===== src/rtl/falu_pkg.sv =====
package falu_pkg;

    typedef struct packed {
        logic       sub;
        logic [1:0] bool_f;
        logic       shft;
        logic       math;
    } alu_fn_t;

    typedef enum logic [1:0] {
        UNIT_LOGIC = 2'b00,
        UNIT_SHIFT = 2'b01,
        UNIT_ARITH = 2'b10,
        UNIT_CMP   = 2'b11
    } unit_e;

    typedef enum logic [1:0] {
        LOP_AND = 2'b00,
        LOP_OR  = 2'b01,
        LOP_XOR = 2'b10,
        LOP_NOR = 2'b11
    } logic_op_e;

    typedef struct packed {
        logic z;
        logic n;
        logic v;
        logic c;
    } alu_flags_t;

    function automatic unit_e unit_of(input alu_fn_t f);
        return unit_e'({f.math, f.shft});
    endfunction

    function automatic logic subtracts(input alu_fn_t f);
        return f.sub | (f.math & f.shft);
    endfunction

endpackage


===== src/rtl/falu_arith.sv =====
module falu_arith #(
    parameter int W = 32
) (
    input  logic [W-1:0] a,
    input  logic [W-1:0] b,
    input  logic         sub_en,
    output logic [W-1:0] sum,
    output logic         ovf,
    output logic         cflag,
    output logic         lt_signed,
    output logic         lt_unsigned
);
    logic [W-1:0] b_eff;
    logic [W:0]   total;

    assign b_eff = sub_en ? ~b : b;
    assign total = {1'b0, a} + {1'b0, b_eff} + {{W{1'b0}}, sub_en};
    assign sum   = total[W-1:0];

    // carry out of a + ~b + 1 is set when a >= b, so the borrow is its inverse
    assign cflag = sub_en ? ~total[W] : total[W];
    assign ovf   = (a[W-1] == b_eff[W-1]) & (sum[W-1] != a[W-1]);

    assign lt_signed   = sum[W-1] ^ ovf;
    assign lt_unsigned = cflag;
endmodule


===== src/rtl/falu_shift.sv =====
module falu_shift #(
    parameter int W   = 32,
    parameter int SHW = $clog2(W)
) (
    input  logic [W-1:0]   val,
    input  logic [SHW-1:0] amt,
    input  logic           go_right,
    input  logic           keep_sign,
    output logic [W-1:0]   out
);
    logic           fill;
    logic [W-1:0]   stg [SHW+1];

    assign fill   = keep_sign & val[W-1];
    assign stg[0] = val;

    for (genvar i = 0; i < SHW; i++) begin : g_stage
        localparam int D = 1 << i;
        logic [W-1:0] moved;
        assign moved = go_right ? {{D{fill}}, stg[i][W-1:D]}
                                : {stg[i][W-1-D:0], {D{1'b0}}};
        assign stg[i+1] = amt[i] ? moved : stg[i];
    end

    assign out = stg[SHW];
endmodule


===== src/rtl/falu_logic.sv =====
module falu_logic
    import falu_pkg::*;
#(
    parameter int W = 32
) (
    input  logic [W-1:0] a,
    input  logic [W-1:0] b,
    input  logic_op_e    op,
    output logic [W-1:0] out
);
    always_comb begin
        unique case (op)
            LOP_AND: out = a & b;
            LOP_OR:  out = a | b;
            LOP_XOR: out = a ^ b;
            LOP_NOR: out = ~(a | b);
            default: out = '0;
        endcase
    end
endmodule


===== src/rtl/falu_top.sv =====
module falu_top
    import falu_pkg::*;
#(
    parameter int W = 32
) (
    input  logic [W-1:0] op_a,
    input  logic [W-1:0] op_b,
    input  logic [4:0]   fn_code,
    output logic [W-1:0] result,
    output logic         flag_z,
    output logic         flag_n,
    output logic         flag_v,
    output logic         flag_c
);
    localparam int SHW = $clog2(W);

    alu_fn_t      fn;
    unit_e        unit;
    logic         do_sub;
    logic [W-1:0] sum_w, shf_w, log_w, cmp_w;
    logic         lt_s, lt_u;
    alu_flags_t   flg;

    assign fn     = alu_fn_t'(fn_code);
    assign unit   = unit_of(fn);
    assign do_sub = subtracts(fn);

    falu_arith #(.W(W)) u_arith (
        .a(op_a), .b(op_b), .sub_en(do_sub), .sum(sum_w),
        .ovf(flg.v), .cflag(flg.c), .lt_signed(lt_s), .lt_unsigned(lt_u)
    );

    falu_shift #(.W(W), .SHW(SHW)) u_shift (
        .val(op_b), .amt(op_a[SHW-1:0]), .go_right(fn.bool_f[1]),
        .keep_sign(fn.bool_f[0]), .out(shf_w)
    );

    falu_logic #(.W(W)) u_logic (
        .a(op_a), .b(op_b), .op(logic_op_e'(fn.bool_f)), .out(log_w)
    );

    assign cmp_w = {{(W-1){1'b0}}, (fn.bool_f[0] ? lt_u : lt_s)};

    always_comb begin
        unique case (unit)
            UNIT_ARITH: result = sum_w;
            UNIT_CMP:   result = cmp_w;
            UNIT_SHIFT: result = shf_w;
            UNIT_LOGIC: result = log_w;
            default:    result = '0;
        endcase
    end

    assign flg.z  = ~|result;
    assign flg.n  = result[W-1];
    assign flag_z = flg.z;
    assign flag_n = flg.n;
    assign flag_v = flg.v;
    assign flag_c = flg.c;
endmodule


===== config.mk =====
export PLATFORM = sky130hd
export DESIGN_NAME = falu_top
export DESIGN_NICKNAME = d
export VERILOG_FILES = /design/src/rtl/falu_pkg.sv /design/src/rtl/falu_arith.sv /design/src/rtl/falu_shift.sv /design/src/rtl/falu_logic.sv /design/src/rtl/falu_top.sv
export SDC_FILE = /design/constraint.sdc
export NUM_CORES = 1
export LEC_CHECK = 0
export ABC_AREA = 1
export BUFFER_PORTS_ARGS = -buffer_cell sky130_fd_sc_hd__buf_2
export CAP_MARGIN = 20
export CORE_ASPECT_RATIO = 1.5
export CORE_MARGIN = 10
export CORE_UTILIZATION = 30
export DETAILED_ROUTE_END_ITERATION = 7
export PLACE_DENSITY = 0.44
export SLEW_MARGIN = 20
export SYNTH_ARGS = -nofsm -noshare
export SYNTH_HDL_FRONTEND = slang
export SYNTH_SLANG_ARGS = --single-unit

===== constraint.sdc =====
create_clock -name vclk -period 5.7
set_clock_uncertainty 0.1 [all_clocks]
set_input_delay 1.14 -clock vclk [all_inputs]
set_output_delay 1.14 -clock vclk [all_outputs]
set_load 0.02 [all_outputs]

==> flow_summary.json <==
{
  "status": "finished clean",
  "relSlewSlack": 0.452,
  "hold_path_class": "in -> out",
  "rsz0062_at_grt": "true",
  "yosysUniqueCellTypes": 34,
  "tightest_slew_ps": 821,
  "first_pass_iters": 5,
  "dp_hpwl_um": 35000,
  "startpoint_type": "input pin",
  "p_comb_frac": 1.000,
  "nFlopsAndLatches": 0,
  "row_count": 73,
  "power_frac_seq": 0,
  "worst_ep_arrival_time_ps": 4340,
  "ys_seq_area_frac": 0,
  "clockPowerShare": 0,
  "fin_crit_sh": 0.978,
  "critPathKind": "in -> out",
  "slowest_delay_ps": 550,
  "setup_violations": 0,
  "period_needed_ps": 5580,
  "num_vias": 11300,
  "place.gp.congestion": 0.987,
  "p_per_area_nw_per_um2": 134,
  "slew_viol_final": 0,
  "cp_max_fo": 6,
  "antenna_found_initial": 0,
  "grt_pass1_wl_um": 64700,
  "wl_per_cell_um": 20.3,
  "area_growth_pct": 27.8,
  "preCtsSetupSlack_ps": -156,
  "cp-end-kind": "output pin",
  "ff_latch_area_um2": 0,
  "clock_buffers": 0,
  "final_net_count": 1976,
  "wirelength_um": 43500,
  "p_sw_frac": 0.621,
  "postCtsHoldBufs": 0,
  "switchingPower_w": 0.000869,
  "fin_ws_ps": 123,
  "dieHeight_um": 222,
  "overflow": 0,
  "synth_area_um2": 8170,
  "drc_errors": 0,
  "io_pins": 105,
  "grt_usage": 0.236,
  "antenna_cells": 0,
  "avgViaCountPerCell": 5.30,
  "p_leak_nw": 5.76,
  "crit_slowest_cell": "fa_1",
  "drv_cap": 0,
  "fmax_ghz": 0.179,
  "ant_nets": 0,
  "grt_start_max_net_pins": 49,
  "worstPathCellList": "buf_8, nand2_8, nand2_8, buf_12, buf_8, xor2_1, ha_1, nand2_2, buf_4, o21a_1, o21ai_2, a31oi_4, nand2_4, a221oi_4, fa_1, inv_2, a21oi_2, nand2_1, nor2_1, nand2_1, nor2_1, nand2_1, nor2_1, buf_4",
  "critPathRequiredTime_ps": 4460,
  "grt_pass1_vias": 11100,
  "drive_gt1_frac": 0.194,
  "finalHoldViolations": 0,
  "ir_drop_mv": 0.0708,
  "avgSynthCellArea_um2": 5.10,
  "syn_inst": 1601,
  "tns_ps": 0,
  "start_util": 0.306,
  "die_x_um": 155,
  "hold_ws_ps": 2640,
  "coreArea_um2": 26700,
  "power.internal_w": 0.000530,
  "portBuffers": 105,
  "yosysWarnings": 0,
  "first_iter_violations": 819,
  "dieArea_um2": 34400,
  "syn-num-nets": 1770
}
-- logic make-up (layout without fill, tap and decap cells) --
kind of cell	count (synthesis)	count (layout)	share of synthesized area
buffers and inverters	240	444	0.122
AO/OA/AOI/OAI	200	200	0.135
AND/OR/NAND/NOR	995	995	0.517
XOR/XNOR	66	66	0.0707
adder cells (fa/ha/maj)	100	100	0.155
-- layout by cell type, fill, tap and decap left out, drive strengths merged, types with 3 or more instances in the layout --
cell	synthesis	final
a31oi	5	5
inv	163	162
nand2	603	603
xor2	66	66
nand3	261	261
nand4	36	36
a21o	7	7
clkinv	3	4
o21a	5	5
o211ai	10	10
nor2	84	84
buf	46	276
o22ai	3	3
nor3	5	5
ha	98	98
nand3b	4	4
o21ai	81	81
a21oi	74	74
o21bai	13	13
-- metal layers --
metal,vias up,part of all wire,global-route usage
met5,-,0,0
met4,0,0.045,0.0798
met3,82,0.039,0.0163
met2,322,0.51,0.436
met1,5298,0.40,0.276
li1,5642,-,-
-- stage by stage --
stage | area (µm²) | util | instances | power, W
4_1_cts | 10100 | 0.378 | 2132 | 0.00132
5_1_grt | 10400 | 0.392 | 2142 | 0.00153
3_5_place_dp | 10000 | 0.376 | 2128 | 0.00130
3_3_place_gp | 10000 | 0.376 | 2128 | 0.00130
6_report | 10400 | 0.392 | 2142 | 0.00140
2_1_floorplan | 8180 | - | 1601 | 0.000738
-- worst max-delay path, delay by kind of cell --
kind / cells / cell delay (ps)
xor gates and xnor gates: 1 / 140
buffers and inverters: 6 / 740
AOI/OAI and AO/OA: 5 / 600
and+or+nand+nor: 10 / 810
adders and majority gates: 2 / 900
-- what timing repair did --
action / CTS / global route
gates resized for setup: 14 / 72
buffers inserted: 4 / 8
pin swaps: 5 / 28
cloned: 0 / 2
endpoints found under the setup margin: 4 / 5
-- power groups by stage --
| stage | Clock [W] | Sequential [W] | Combinational [W] |
|---|---|---|---|
| final | 0 | 0 | 0.00140 |
| after global routing | 0 | 0 | 0.00153 |
| after CTS | 0 | 0 | 0.00132 |
| after detailed placement | 0 | 0 | 0.00130 |
| after global placement | 0 | 0 | 0.00130 |
| after floorplan | 0 | 0 | 0.000738 |
-- worst paths after layout --
path / depth (start not counted) / slack, ps / end / start
max: 24 / 120 / flag_z / fn_code[0]
min: 4 / 2640 / flag_v / op_a[31]
-- area by class of cell --
| cell class | count | area [µm²] |
|---|---|---|
| Fill cell | 3100 | 16200 |
| Timing Repair Buffer | 278 | 1970 |
| Multi-Input combinational cell | 1361 | 7430 |
| Inverter | 166 | 627 |
| Tap cell | 337 | 422 |
-- synth_stat cells --
cell type	instances	area, µm²
buf_1	6	22.5
a21o_1	7	52.6
buf_2	29	145
inv_2	7	26.3
nand2_2	1	6.26
o211ai_1	10	75.1
nand3_2	6	60.1
nor2_1	81	304
buf_4	5	37.5
inv_1	156	586
o21ai_0	75	375
buf_6	6	67.6
xor2_1	66	578
a221oi_1	1	8.76
nor2_4	1	11.3
nor4_1	1	6.26
nand3_1	255	1280
a21boi_1	1	7.51
o22ai_1	3	18.8
nand2_1	602	2260
clkbuf_1	28	105
nand4_1	36	225
o21ai_1	6	30.0
and3_1	1	6.26
fa_1	2	40.0
a21oi_1	74	370
nor3_1	5	25.0
clkinv_1	3	11.3
a31oi_1	5	31.3
nor2_2	2	12.5
nand3b_1	4	30.0
ha_1	98	1230
o21a_1	5	37.5
o21bai_1	13	97.6
No activity file was read; power rests on OpenSTA's default activity.
